--- src/rtl/wp_pkg.sv ---
package wp_pkg;
  typedef enum logic [2:0] {
    CMD_NOP        = 3'd0,
    CMD_WR_EN      = 3'd1,
    CMD_WR_DIS     = 3'd2,
    CMD_SR_WRITE   = 3'd3,
    CMD_PAGE_PROG  = 3'd4,
    CMD_SECT_ERASE = 3'd5,
    CMD_CHIP_ERASE = 3'd6,
    CMD_RSVD       = 3'd7
  } wp_cmd_e;

  localparam int unsigned LVL_W      = 3;
  localparam int unsigned SR_LOCK    = 7;
  localparam int unsigned SR_LVL_LO  = 2;
  localparam int unsigned SR_LATCH   = 1;
  localparam logic [LVL_W-1:0] LVL_ALL = '1;
endpackage

--- src/rtl/wp_sync.sv ---
module wp_sync #(
  parameter int unsigned STAGES = 2
) (
  input  logic clk_i,
  input  logic rst_ni,
  input  logic async_i,
  output logic sync_o
);
  logic [STAGES-1:0] chain_q;

  always_ff @(posedge clk_i or negedge rst_ni) begin
    if (!rst_ni) chain_q <= '1;   // pin released = unprotected
    else         chain_q <= {chain_q[STAGES-2:0], async_i};
  end

  assign sync_o = chain_q[STAGES-1];
endmodule

--- src/rtl/wp_region.sv ---
module wp_region
  import wp_pkg::*;
#(
  parameter int unsigned SECTOR_W = 7
) (
  input  logic [LVL_W-1:0]    lvl_i,
  input  logic [SECTOR_W-1:0] sector_i,
  output logic                prot_o
);
  logic [SECTOR_W-1:0] low_mask;

  // level n (1..6) covers the top 2^(n-1) sectors: upper bits all ones
  always_comb begin
    low_mask = '0;
    for (int i = 0; i < SECTOR_W; i++)
      if (i < int'(lvl_i) - 1) low_mask[i] = 1'b1;
    if (lvl_i == '0)          prot_o = 1'b0;
    else if (lvl_i == LVL_ALL) prot_o = 1'b1;
    else                      prot_o = &(sector_i | low_mask);
  end
endmodule

--- src/rtl/wp_core.sv ---
module wp_core
  import wp_pkg::*;
(
  input  logic             clk_i,
  input  logic             rst_ni,
  input  logic             cmd_valid_i,
  input  wp_cmd_e          cmd_op_i,
  input  logic [7:0]       cmd_data_i,
  input  logic             sect_prot_i,
  input  logic             pin_high_i,
  output logic             accept_o,
  output logic             lock_o,
  output logic [LVL_W-1:0] lvl_o,
  output logic             latch_o
);
  logic             lock_q, latch_q;
  logic [LVL_W-1:0] lvl_q;
  logic             hw_locked;
  logic             unused_data;

  assign unused_data = ^{cmd_data_i[6:5], cmd_data_i[1:0]};
  assign hw_locked   = lock_q & ~pin_high_i;

  always_comb begin
    unique case (cmd_op_i)
      CMD_WR_EN, CMD_WR_DIS:         accept_o = 1'b1;
      CMD_SR_WRITE:                  accept_o = latch_q & ~hw_locked;
      CMD_PAGE_PROG, CMD_SECT_ERASE: accept_o = latch_q & ~sect_prot_i;
      CMD_CHIP_ERASE:                accept_o = latch_q & (lvl_q == '0);
      default:                       accept_o = 1'b0;
    endcase
  end

  always_ff @(posedge clk_i or negedge rst_ni) begin
    if (!rst_ni) begin
      lock_q  <= 1'b0;
      lvl_q   <= '0;
      latch_q <= 1'b0;
    end else if (cmd_valid_i) begin
      unique case (cmd_op_i)
        CMD_WR_EN:  latch_q <= 1'b1;
        CMD_WR_DIS: latch_q <= 1'b0;
        CMD_SR_WRITE:
          if (accept_o) begin
            lock_q  <= cmd_data_i[SR_LOCK];
            lvl_q   <= cmd_data_i[SR_LVL_LO +: LVL_W];
            latch_q <= 1'b0;
          end
        CMD_PAGE_PROG, CMD_SECT_ERASE, CMD_CHIP_ERASE:
          if (accept_o) latch_q <= 1'b0;
        default: ;
      endcase
    end
  end

  assign lock_o  = lock_q;
  assign lvl_o   = lvl_q;
  assign latch_o = latch_q;

  assert_latch_only_by_wren_R2: assert property (@(posedge clk_i) disable iff (!rst_ni)
    $rose(latch_q) |-> $past(cmd_valid_i && cmd_op_i == CMD_WR_EN));

  assert_hw_lock_holds_sr_R6: assert property (@(posedge clk_i) disable iff (!rst_ni)
    (cmd_valid_i && cmd_op_i == CMD_SR_WRITE && lock_q && !pin_high_i)
      |=> ($stable(lock_q) && $stable(lvl_q)));

  assert_reject_keeps_latch_R10: assert property (@(posedge clk_i) disable iff (!rst_ni)
    (cmd_valid_i && !accept_o) |=> $stable(latch_q));
endmodule

--- src/rtl/flash_wp_ctrl.sv ---
module flash_wp_ctrl
  import wp_pkg::*;
#(
  parameter int unsigned SECTOR_W    = 7,
  parameter int unsigned OFFSET_W    = 16,
  parameter int unsigned SYNC_STAGES = 2
) (
  input  logic                         clk_i,
  input  logic                         rst_ni,
  input  logic                         wp_n_i,
  input  logic                         cmd_valid_i,
  input  logic [2:0]                   cmd_op_i,
  input  logic [SECTOR_W+OFFSET_W-1:0] cmd_addr_i,
  input  logic [7:0]                   cmd_data_i,
  output logic                         rsp_valid_o,
  output logic                         rsp_accept_o,
  output logic [7:0]                   rsp_status_o,
  output logic                         hpm_o
);
  localparam int unsigned ADDR_W = SECTOR_W + OFFSET_W;

  logic             pin_high, sect_prot, accept, lock, latch;
  logic [LVL_W-1:0] lvl;
  logic             rsp_valid_q, rsp_accept_q, hpm_q;
  logic             unused_addr;
  wp_cmd_e          op;

  assign op          = wp_cmd_e'(cmd_op_i);
  assign unused_addr = ^cmd_addr_i[OFFSET_W-1:0];

  wp_sync #(.STAGES(SYNC_STAGES)) u_sync (
    .clk_i  (clk_i),
    .rst_ni (rst_ni),
    .async_i(wp_n_i),
    .sync_o (pin_high)
  );

  wp_region #(.SECTOR_W(SECTOR_W)) u_region (
    .lvl_i   (lvl),
    .sector_i(cmd_addr_i[ADDR_W-1:OFFSET_W]),
    .prot_o  (sect_prot)
  );

  wp_core u_core (
    .clk_i      (clk_i),
    .rst_ni     (rst_ni),
    .cmd_valid_i(cmd_valid_i),
    .cmd_op_i   (op),
    .cmd_data_i (cmd_data_i),
    .sect_prot_i(sect_prot),
    .pin_high_i (pin_high),
    .accept_o   (accept),
    .lock_o     (lock),
    .lvl_o      (lvl),
    .latch_o    (latch)
  );

  always_ff @(posedge clk_i or negedge rst_ni) begin
    if (!rst_ni) begin
      rsp_valid_q  <= 1'b0;
      rsp_accept_q <= 1'b0;
      hpm_q        <= 1'b0;
    end else begin
      rsp_valid_q  <= cmd_valid_i;
      rsp_accept_q <= cmd_valid_i & accept;
      hpm_q        <= lock & ~pin_high;
    end
  end

  always_comb begin
    rsp_status_o                      = '0;
    rsp_status_o[SR_LOCK]             = lock;
    rsp_status_o[SR_LVL_LO +: LVL_W]  = lvl;
    rsp_status_o[SR_LATCH]            = latch;
  end

  assign rsp_valid_o  = rsp_valid_q;
  assign rsp_accept_o = rsp_accept_q;
  assign hpm_o        = hpm_q;

  assert_rsp_one_cycle_R11: assert property (@(posedge clk_i) disable iff (!rst_ni)
    cmd_valid_i |=> rsp_valid_o);

  assert_chip_erase_fenced_R9: assert property (@(posedge clk_i) disable iff (!rst_ni)
    (cmd_valid_i && op == CMD_CHIP_ERASE && lvl != '0) |=> !rsp_accept_o);

  assert_hpm_exit_by_pin_R7: assert property (@(posedge clk_i) disable iff (!rst_ni)
    $fell(hpm_q) |-> $past(pin_high));

  assert_reserved_rejected_R12: assert property (@(posedge clk_i) disable iff (!rst_ni)
    (cmd_valid_i && (op == CMD_NOP || op == CMD_RSVD)) |=> !rsp_accept_o);
endmodule

--- config.mk ---
export PLATFORM = sky130hd
export DESIGN_NAME = flash_wp_ctrl
export DESIGN_NICKNAME = d
export VERILOG_FILES = /design/src/rtl/wp_pkg.sv /design/src/rtl/wp_sync.sv /design/src/rtl/wp_region.sv /design/src/rtl/wp_core.sv /design/src/rtl/flash_wp_ctrl.sv
export SDC_FILE = /design/constraint.sdc
export NUM_CORES = 1
export LEC_CHECK = 0
export BUFFER_PORTS_ARGS = -buffer_cell sky130_fd_sc_hd__buf_4
export CAP_MARGIN = 30
export CORE_UTILIZATION = 42
export CTS_CLUSTER_SIZE = 20
export DETAILED_ROUTE_END_ITERATION = 16
export PLACE_DENSITY = 0.83
export SLEW_MARGIN = 10
export SYNTH_ARGS = -nofsm -noshare
export SYNTH_HDL_FRONTEND = slang
export SYNTH_SLANG_ARGS = --single-unit
--- constraint.sdc ---
create_clock -name clk_i -period 3.2 [get_ports clk_i]
set_input_delay 0.32 -clock clk_i [delete_from_list [all_inputs] [get_ports clk_i]]
set_output_delay 0.32 -clock clk_i [all_outputs]
set_load 0.1 [all_outputs]
Word-level counts from Yosys, hierarchy flattened
Index checks and enable logic that the tools add are counted.

Bits in registers: 10. Input port bits: 38. Logic and storage cells: 52.

Add/sub/neg operators: 1. Magnitude comparators: 7. Equality and inequality tests: 8. Mux-type cells: 12. Bitwise gates (word level): 9. Reduce and logical (&&, ||, !) cells: 8.

Operator list (count): $eq A3 B3 Y1 const B (4); $lt A4 B4 Y1 const A (3); $mux W1 (10); $lt A3 B4 Y1 const A (2); $or A7 B7 Y7 (1); $reduce_and A7 Y1 (1); $eq A3 B2 Y1 const B (2); $reduce_and A3 Y1 (2); $and A1 B1 Y1 (5); $lt A1 B4 Y1 const A (1); $lt A2 B4 Y1 const A (1); $pmux W1 S4 (1); $reduce_or A2 Y1 (2); $reduce_or A4 Y1 (1); $sub A3 B1 Y4 const B (1); $eq A3 B1 Y1 const B (1); $logic_not A3 Y1 (1); $not A1 Y1 (3); $pmux W1 S3 (1); $reduce_bool A3 Y1 (1); $ne A2 B1 Y1 const B (1).

Depth between registers and ports, before layout
Gate-level depths: netlist of run 1.

Word-level depth: 12. Depth in mapped cells: 7.

Cells and area by module
Synthesis of run 1 repeated with hierarchy kept, for this count alone.

Cells, all modules: 65. Area total of the unflattened synthesis: 656.9 um2.

Modules (own cells, without submodules): wp_core (instances 1, cells an instance 29, area each 305.3 um2, seq. area each 125.1 um2); wp_region (instances 1, cells an instance 23, area each 162.7 um2, seq. area each 0.0 um2); flash_wp_ctrl (instances 1, cells an instance 11, area each 136.4 um2, seq. area each 75.1 um2); wp_sync (instances 1, cells an instance 2, area each 52.6 um2, seq. area each 52.6 um2).

Worst setup path after synthesis of run 1
OpenSTA, ideal clock, no wires.

Path type: register to register. From: register u_core.lvl_q[1], in the netlist u_core.lvl_o[1]. To: register u_core.lvl_q[2], in the netlist u_core.lvl_o[2]. Arrival time: 2611 ps. Data required time: 3074 ps. Setup slack: 463 ps. Cell stages (with the launch flop): 8. Period minus slack after synthesis: 2737 ps. Cell sequence: dfrtp_1 > inv_1 > ha_1 > xnor2_1 > a21oi_1 > and4_4 > a2111oi_4 > mux2_2.

Word-level cells in the longest chain between the ends: 11. Elaborated cells between the ends (all ways): 26. Those cells by class: add/sub: 1; order compare: 7; eq/ne: 1; mux: 10; bitwise: 4; reduce/logical: 3.

RTL lines: from (decl) (line wp_core.sv:17) `logic [LVL_W-1:0] lvl_q;`; from (signal assigned) (line wp_core.sv:46) `lvl_q <= cmd_data_i[SR_LVL_LO +: LVL_W];`; $sub A3 B1 Y4 (line wp_region.sv:16) `if (i < int'(lvl_i) - 1) low_mask[i] = 1'b1;`; $lt A1 B4 Y1 (tied with other cells) (line wp_region.sv:16); $mux W1 (line wp_region.sv:16); $or A7 B7 Y7 (line wp_region.sv:19) `else prot_o = &(sector_i | low_mask);`; $reduce_and A7 Y1 (line wp_region.sv:19); $mux W1 (line wp_region.sv:18) `else if (lvl_i == LVL_ALL) prot_o = 1'b1;`; $mux W1 (line wp_region.sv:17) `if (lvl_i == '0) prot_o = 1'b0;`; $not A1 Y1 (line wp_core.sv:28) `CMD_PAGE_PROG, CMD_SECT_ERASE: accept_o = latch_q & ~sect_prot_i;`; $and A1 B1 Y1 (line wp_core.sv:28); $pmux W1 S4 (*) (line wp_core.sv:25) `unique case (cmd_op_i)`; $reduce_and A3 Y1 (no source line) (*).

Every way passes the cells marked *; elsewhere a longest branch is shown, timed or not. A chain may end at the register's enable or synchronous reset.

Worst setup path after layout of run 1
From: register u_core.lvl_q[0], in the netlist u_core.lvl_o[0]. To: register u_core.lvl_q[1], in the netlist u_core.lvl_o[1].

Same word-level chain as after synthesis.

==> flow_summary.json, run 1 <==
{
  "status": "finished, final reports clean",
  "synth-adder-area-share": 0.0909,
  "async_flop_share": 1.00,
  "antenna_cells": 0,
  "min_period_ps": 2290,
  "fin_nets": 138,
  "grt_max_degree": 11,
  "fmax_ghz": 0.437,
  "r2r_cells": 7,
  "synth-seq-cells": 10,
  "cts-root-buf": "clkbuf_4",
  "antenna_found_initial": 0,
  "cp.required_ps": 3340,
  "power.density_nw_per_um2": 947,
  "cts_made_buffers": 3,
  "finClkSkew_ps": 3.62,
  "vias": 553,
  "start_util": 0.452,
  "grt_pass1_vias": 602,
  "htreeDepth": 1,
  "post-dp-hpwl_um": 1160,
  "synth_edf_count": 0,
  "critPathBufInv": 1,
  "synth_compound_area_frac": 0.147,
  "fp.dieArea_sq_um": 1800,
  "hold_class": "in2reg",
  "post-route-cell-area_sq_um": 912,
  "max_stage_delay_ps": 490,
  "firstDrtPassIters": 4,
  "fin_ws_ps": 909,
  "ys_seq_area_frac": 0.367,
  "worstPathMaxFanout": 6,
  "ir_worst_vdd_uv": 597,
  "crit_family": "compound AO/OA/AOI/OAI gates",
  "drive_above_1_share": 0.436,
  "tns_ps": 0,
  "grt.total_usage": 0.179,
  "whs_path_depth": 1,
  "postRouteAntennaNets": 0,
  "port_buffers": 25,
  "post_drt_via_cell_ratio": 5.03,
  "synthFlopType": "dfrtp_1",
  "cp_cell_sequence": "inv_1 -> ha_1 -> xnor2_1 -> a21oi_1 -> and4_4 -> a2111oi_4 -> mux2_2",
  "cts.path.max_buffers": 2,
  "drtIter0Drc": 6,
  "start_kind": "flip-flop",
  "die_h_um": 42.5,
  "rows": 14,
  "clock-sinks": 10,
  "core_area_sq_um": 1520,
  "synthToLayoutAreaGrowth_pct": 32.5,
  "clock_latency_ps": 260,
  "worst_path_max_delay_cell": "a2111oi_4",
  "fp.dieW_um": 42.5,
  "post-route-drc-count": 0,
  "grt_pass1_wl_um": 2350,
  "criticalPathCategory": "reg2reg",
  "whs_ps": 169,
  "gp_congestion": 0.810,
  "dpl_cell_area_sq_um": 866,
  "muxShareOfSynthArea": 0.0800,
  "cp-end-kind": "flip-flop",
  "min_period_over_period": 0.716,
  "drt-total-wl_um": 1360,
  "synth_xor_xnor_area_share": 0.0255,
  "wire_per_inst_um": 12.4,
  "synthSimpleGateAreaFrac": 0.185,
  "synth_top_family_by_area": "simple AND/OR/NAND/NOR gates",
  "crit_cells": 7,
  "boundaryPins": 49,
  "place_ws_ps": 910,
  "synth.avg_cell_area_sq_um": 10.3,
  "overflow": 0,
  "setup_violations": 0,
  "cts_tree": "yes",
  "maxCapViolations": 0,
  "slew_violations": 0,
  "p_leak_nw": 0.447,
  "finalHoldViolations": 0,
  "ys_warn_count": 0,
  "yosys.cell_types.count": 31,
  "cp.arrival_ps": 2430,
  "syn_inst": 67,
  "rsz0062_at_grt": "no",
  "clk_pin_slew_ps": 60,
  "synthesis.area_sq_um": 688
}
==> per-layer routing <==
metal,vias up,part of all wire,GRT usage
met3,2,0.029,0.0259
met5,-,0,0
met2,16,0.57,0.342
met1,260,0.39,0.175
li1,275,-,-
met4,0,0.011,0.113
==> cell type report <==
cell class                      instances  area, sq um
Tap cell                               16         20.0
Clock buffer                            4         36.3
Sequential cell                        10          253
Fill cell                             128          612
Timing Repair Buffer                   26          198
Multi-Input combinational cell         46          375
Inverter                                8         30.0
==> layout by cell type (no fill, tap or decap) <==
master | Yosys | layout
inv_2 | 1 | 1
a21bo_2 | 1 | 1
conb_1 | 1 | 3
a22o_1 | 1 | 1
nand3b_2 | 1 | 1
nand3b_1 | 2 | 2
nand3_1 | 1 | 1
mux2i_1 | 1 | 1
a221oi_2 | 1 | 1
o221ai_1 | 1 | 1
clkbuf_4 | 0 | 3
mux2_2 | 4 | 4
inv_1 | 7 | 7
dlygate4sd3_1 | 0 | 1
nor3b_1 | 1 | 1
xnor2_1 | 1 | 1
xor2_1 | 1 | 1
nand4_1 | 1 | 1
and4_4 | 1 | 1
nor2_1 | 4 | 4
o211ai_1 | 1 | 1
nand2b_1 | 1 | 1
dfstp_2 | 2 | 2
nor2b_1 | 5 | 5
or2b_1 | 1 | 1
ha_1 | 5 | 5
a21oi_1 | 2 | 2
o21ai_0 | 1 | 1
a311oi_1 | 1 | 1
buf_4 | 5 | 25
clkbuf_8 | 0 | 1
a2111oi_4 | 1 | 1
nand2_1 | 3 | 3
dfrtp_1 | 8 | 8
==> synthesized netlist by cell type (2+ instances only) <==
cell / count / area (sq um)
buf_4: 5 / 37.5
a21oi_1: 2 / 10.0
inv_1: 7 / 26.3
nand3b_1: 2 / 15.0
nor2b_1: 5 / 31.3
nand2_1: 3 / 11.3
mux2_2: 4 / 45.0
dfrtp_1: 8 / 200
nor2_1: 4 / 15.0
dfstp_2: 2 / 52.6
ha_1: 5 / 62.6
==> where the power goes <==
group / internal, mW / switching [mW]
Clock: 0.0689 / 0.0401
Combinational: 0.163 / 0.392
Sequential: 0.162 / 0.0377
Total: 0.395 / 0.469
==> registers in the layout (all words and copies together) (netlist names) <==
name and flops:
u_core.lock_o 1, rsp_accept_o 1, rsp_valid_o 1, u_core.lvl_o 3
u_sync.chain_q 2, hpm_o 1, u_core.latch_o 1
==> worst register-to-register path, delay by kind of cell, from the launching register on <==
| kind | cells | cell delay (ps) |
|---|---|---|
| and+or+nand+nor | 1 | 200 |
| buffers and inverters | 1 | 100 |
| muxes | 1 | 400 |
| xor gates and xnor gates | 1 | 190 |
| adders and majority gates | 1 | 250 |
| DFF | 1 | 440 |
| AOI/OAI and AO/OA | 2 | 590 |
==> per-stage QoR <==
stage | cells | utilization | total power [mW]
after detailed placement | 105 | 0.568 | 0.759
final | 110 | 0.599 | 0.864
after CTS | 110 | 0.599 | 0.873
after global routing | 110 | 0.599 | 0.912
after global placement | 105 | 0.568 | 0.743
after floorplan | 69 | - | 0.657
==> worst paths after layout <==
path | start | end | slack [ps]
max in group asynchronous | rst_ni | u_sync.chain_q[0] | 2540
worst min-delay path | wp_n_i | u_sync.chain_q[0] | 170
worst max-delay path | u_core.lvl_o[0] | u_core.lvl_o[1] | 910
min in group asynchronous | rst_ni | rsp_accept_o | 440
worst max register to register | u_core.lvl_o[0] | u_core.lvl_o[1] | 910
worst min register to register | u_sync.chain_q[0] | u_sync.chain_q[1] | 350
==> timing repair <==
action,4_1_cts,5_1_grt
gates resized for setup,0,0
endpoints found under the hold margin,8,0
hold buffers,1,0
setup buffers,0,0
==> cell families (layout without fill, tap and decap cells) <==
logic type / after synthesis / count (layout)
DFF: 10 / 10
other: 1 / 3
AOI/OAI and AO/OA: 10 / 10
adders and majority gates: 5 / 5
muxes: 5 / 5
buffers and inverters: 13 / 38
and+or+nand+nor: 21 / 21
xor gates and xnor gates: 2 / 2
Note: power is estimated with default switching activity, not from simulation.
==> inputs of run 2 (changes only) <==
--- a/config.mk
+++ b/config.mk
@@ -7,10 +7,11 @@
 export LEC_CHECK = 0
 export BUFFER_PORTS_ARGS = -buffer_cell sky130_fd_sc_hd__buf_4
 export CAP_MARGIN = 30
-export CORE_UTILIZATION = 42
+export CORE_ASPECT_RATIO = 0.75
+export CORE_UTILIZATION = 36
 export CTS_CLUSTER_SIZE = 20
 export DETAILED_ROUTE_END_ITERATION = 16
-export PLACE_DENSITY = 0.83
+export PLACE_DENSITY = 0.76
 export SLEW_MARGIN = 10
 export SYNTH_ARGS = -nofsm -noshare
 export SYNTH_HDL_FRONTEND = slang
==> constraint.sdc (replaced) <==
create_clock -name clk_i -period 2 [get_ports clk_i]
set_input_delay 0.2 -clock clk_i [delete_from_list [all_inputs] [get_ports clk_i]]
set_output_delay 0.2 -clock clk_i [all_outputs]
set_load 0.1 [all_outputs]
==> flow_summary.json, run 2 (synthesis gave the netlist of run 1 again) <==
{
  "status": "finished, violations left",
  "violations": "negative setup slack",
  "final_common_cell": "buf_4",
  "rows": 13,
  "ir_worst_vdd_uv": 834,
  "fin_nets": 142,
  "overflow": 0,
  "fmax_ghz": 0.487,
  "setup_violations": 4,
  "fp.dieArea_sq_um": 2090,
  "r2r_setup_slack_ps": -50,
  "start_kind": "flip-flop",
  "synthToLayoutAreaGrowth_pct": 53.1,
  "criticalPathCategory": "reg2reg",
  "maxCapViolations": 0,
  "post_drt_via_cell_ratio": 4.68,
  "antenna_cells": 0,
  "cp_cell_sequence": "inv_6 -> ha_4 -> xnor2_2 -> a21oi_1 -> and4_4 -> a2111oi_4 -> buf_6 -> mux2_4",
  "mostFrequentLayoutCells": "28 x buf_4, 5 x inv_1, 5 x dfrtp_1",
  "worstPathMaxFanout": 4,
  "max_stage_delay_ps": 510,
  "min_period_ps": 2050,
  "cp-end-kind": "flip-flop",
  "clock_latency_ps": 260,
  "clk_pin_slew_ps": 70,
  "finalHoldViolations": 0,
  "cp.arrival_ps": 2200,
  "fin_ws_ps": -53.3,
  "boundaryPins": 49,
  "tns_ps": -205,
  "cts-root-buf": "clkbuf_4",
  "gp_congestion": 0.804,
  "postRouteAntennaNets": 0,
  "vias": 561,
  "rsz0062_at_grt": "yes",
  "wire_per_inst_um": 12.1,
  "worst_path_max_delay_cell": "dfrtp_4",
  "grt_pass1_wl_um": 2190,
  "power.density_nw_per_um2": 1520,
  "critPathBufInv": 2,
  "firstDrtPassIters": 4,
  "port_buffers": 25,
  "hold_class": "in2reg",
  "grt.total_usage": 0.150,
  "p_leak_nw": 0.490,
  "grt_pass1_vias": 540,
  "drtIter0Drc": 5,
  "crit_family": "flip-flops",
  "cp.required_ps": 2150,
  "antenna_found_initial": 0,
  "finClkSkew_ps": 3.88,
  "cts_tree": "yes",
  "drive_above_1_share": 0.592,
  "cts.path.max_buffers": 2,
  "fp.dieW_um": 52.5,
  "min_period_over_period": 1.03,
  "cts_made_buffers": 3,
  "post-dp-hpwl_um": 1090,
  "core_area_sq_um": 1760,
  "dpl_cell_area_sq_um": 938,
  "htreeDepth": 1,
  "place_ws_ps": -64.5,
  "drt-total-wl_um": 1460,
  "start_util": 0.392,
  "grt_max_degree": 11,
  "fin_util": 0.600,
  "slew_violations": 0,
  "clock-sinks": 10,
  "post-route-cell-area_sq_um": 1050,
  "post-route-drc-count": 0,
  "die_h_um": 39.9,
  "largest_register_ffs": 3
}
==> run 2: what timing repair did <==
item	4_1_cts	5_1_grt
hold buffers	1	0
endpoints found under the setup margin	4	4
setup buffers	1	1
pin swaps	2	1
hold endpoints to repair	10	0
gates resized for setup	2	10
==> run 2: per-stage QoR <==
step | total power [mW] | std cells | hold slack, ps
3_3_place_gp | 1.31 | 114 | 31.0
6_report | 1.60 | 120 | 46.2
4_1_cts | 1.54 | 119 | 31.6
5_1_grt | 1.69 | 120 | 34.2
3_5_place_dp | 1.31 | 114 | 31.1
2_1_floorplan | 1.12 | 69 | -95.6
==> run 2: layout make-up <==
type                       count  area [sq um]
sequential                    10           262
tap                           22          27.5
inverter                       8          37.5
fill                         153           703
timing repair buffer          30           231
multi-input combinational     46           459
clock buffer                   4          36.3
==> run 2: worst paths after layout <==
kind,cells past startpoint,startpoint,to
worst max-delay path,8,u_core.lvl_o[1],u_core.lvl_o[0]
worst min-delay path,1,wp_n_i,u_sync.chain_q[0]
worst max register to register,8,u_core.lvl_o[1],u_core.lvl_o[0]
worst min register to register,0,u_sync.chain_q[0],u_sync.chain_q[1]
max in group asynchronous,2,rst_ni,u_sync.chain_q[0]
min in group asynchronous,2,rst_ni,u_core.lvl_o[1]
==> run 2: power breakdown <==
group / internal (mW) / total [mW] / switching, mW
Sequential: 0.273 / 0.344 / 0.0707
Clock: 0.110 / 0.177 / 0.0666
Combinational: 0.404 / 1.08 / 0.673
==> run 2: metal layers <==
metal	track usage	share of wire
met5	0	0
met4	0.0987	0
met3	0.0116	0.023
met2	0.244	0.51
met1	0.194	0.47
==> inputs of run 3 (changes only) <==
--- a/config.mk
+++ b/config.mk
@@ -5,13 +5,12 @@
 export SDC_FILE = /design/constraint.sdc
 export NUM_CORES = 1
 export LEC_CHECK = 0
-export BUFFER_PORTS_ARGS = -buffer_cell sky130_fd_sc_hd__buf_4
 export CAP_MARGIN = 30
-export CORE_ASPECT_RATIO = 0.75
-export CORE_UTILIZATION = 36
+export CORE_UTILIZATION = 51
 export CTS_CLUSTER_SIZE = 20
 export DETAILED_ROUTE_END_ITERATION = 16
-export PLACE_DENSITY = 0.76
+export DONT_BUFFER_PORTS = 1
+export PLACE_DENSITY = 0.69
 export SLEW_MARGIN = 10
 export SYNTH_ARGS = -nofsm -noshare
 export SYNTH_HDL_FRONTEND = slang
==> flow_summary.json, run 3 (synthesis gave the netlist of run 1 again) <==
{
  "rows": 12,
  "post-route-drc-count": 0,
  "ir_worst_vdd_uv": 1210,
  "cts_made_buffers": 3,
  "start_util": 0.580,
  "grt.total_usage": 0.227,
  "clock_latency_ps": 260,
  "cts.path.max_buffers": 2,
  "finClkSkew_ps": 2.26,
  "htreeDepth": 1,
  "grt_pass1_wl_um": 2190,
  "place_ws_ps": -72.0,
  "vias": 532,
  "violations": "negative setup slack",
  "hold_class": "in2reg",
  "cts_tree": "yes",
  "rsz0062_at_grt": "yes",
  "finalHoldViolations": 0,
  "criticalPathCategory": "reg2reg",
  "die_h_um": 38.7,
  "grt_use_met3": 0.0809,
  "fin_nets": 128,
  "cp-end-kind": "flip-flop",
  "antenna_cells": 0,
  "final_common_cell": "buf_4",
  "largest_register_ffs": 3,
  "cp.arrival_ps": 2200,
  "setup_violations": 4,
  "overflow": 0,
  "fp.dieW_um": 38.7,
  "min_period_ps": 2060,
  "clock-sinks": 10,
  "drt-total-wl_um": 1460,
  "numPlacedInstances": 90,
  "postRouteAntennaNets": 0,
  "worstPathMaxFanout": 4,
  "gp_congestion": 0.792,
  "grt_most_used_layer": "met2",
  "core_area_sq_um": 1190,
  "port_buffers": 0,
  "p_leak_nw": 0.407,
  "status": "finished, violations left",
  "post_drt_via_cell_ratio": 5.43,
  "drive_above_1_share": 0.464,
  "final_cells": 98,
  "fp.dieArea_sq_um": 1500,
  "whs_path_depth": 1,
  "mostFrequentLayoutCells": "13 x buf_4, 5 x inv_1, 5 x nor2b_1, 5 x dfrtp_1",
  "start_kind": "flip-flop",
  "firstDrtPassIters": 4,
  "clk_pin_slew_ps": 70,
  "synthToLayoutAreaGrowth_pct": 33.1,
  "maxCapViolations": 0,
  "cts-root-buf": "clkbuf_4",
  "drtIter0Drc": 5,
  "fin_ws_ps": -56.1,
  "min_period_over_period": 1.03,
  "slew_violations": 0,
  "r2r_cells": 8,
  "power.density_nw_per_um2": 1660,
  "use_met1": 0.278,
  "boundaryPins": 49,
  "gr-usage-met2": 0.350,
  "fmax_ghz": 0.486,
  "grt_max_degree": 11,
  "post-dp-hpwl_um": 1040,
  "grt_pass1_vias": 510,
  "wire_per_inst_um": 14.8,
  "cp.required_ps": 2150,
  "antenna_found_initial": 0
}
-- run 3: cell count changes in the layout (fill, tap and decap cells not counted) --
cell	delta
a21oi_1	-1
nor2b_4	-2
buf_6	-1
o221ai_2	+1
nor2b_1	+3
clkbuf_8	-1
dlygate4sd3_1	+2
a311oi_1	+1
buf_4	-15
a311oi_2	-1
clkbuf_1	+1
a21oi_2	+1
nor2b_2	-1
o221ai_1	-1
-- run 3: power breakdown --
group	internal (mW)	leakage (nW)	switching [mW]
logic	0.356	0.274	0.682
registers	0.273	0.119	0.0633
clock network	0.0771	0.0150	0.0703
total	0.706	0.407	0.815
-- run 3: layout make-up --
cell class | count | area (sq um)
multi-input combinational | 46 | 445
fill | 84 | 270
sequential | 10 | 262
timing repair buffer | 16 | 128
inverter | 8 | 37.5
clock buffer | 4 | 26.3
tap | 14 | 17.5
-- run 3: routing by layer --
| metal | share of wire | vias to the layer above | wire length, um |
|---|---|---|---|
| li1 | - | 258 | - |
| met1 | 0.48 | 246 | 702 |
| met2 | 0.46 | 26 | 669 |
| met3 | 0.052 | 2 | 76 |
| met4 | 0.0055 | 0 | 8 |
| met5 | 0 | - | 0 |
-- run 3: worst paths after layout --
check / to / slack (ps) / from
min reg2reg: u_sync.chain_q[1] / 370 / u_sync.chain_q[0]
min: u_core.lock_o / 80 / cmd_data_i[7]
max reg2reg: u_core.lvl_o[1] / -60 / u_core.lvl_o[0]
min in group asynchronous: rsp_valid_o / 330 / rst_ni
max in group asynchronous: u_core.lvl_o[0] / 1320 / rst_ni
max: u_core.lvl_o[1] / -60 / u_core.lvl_o[0]
-- run 3: per-stage QoR --
step	util	instance area [sq um]	hold slack [ps]	TNS (ps)	power, mW
detailed placement	0.681	808	-95.4	-217	1.29
finish	0.772	916	84.4	-192	1.52
global placement	0.681	808	-95.4	-121	1.27
CTS	0.764	906	82.9	-205	1.51
global route	0.772	916	63.9	-464	1.60
floorplan	-	738	-95.6	-716	1.12
-- run 3: repair_timing --
| item | CTS | global route |
|---|---|---|
| pin swaps | 5 | 1 |
| buffers inserted | 2 | 0 |
| endpoints found under the setup margin | 4 | 5 |
| gates resized for setup | 7 | 2 |
| endpoints found under the hold margin | 12 | 0 |
| hold buffers | 3 | 0 |
-- run 3: critical path: stages (launching register included) --
cell	delay, ps
dfrtp_4	520
inv_4	90
ha_4	150
xnor2_2	110
a21oi_1	90
and4_4	200
a2111oi_4	270
buf_4	200
mux2_4	310
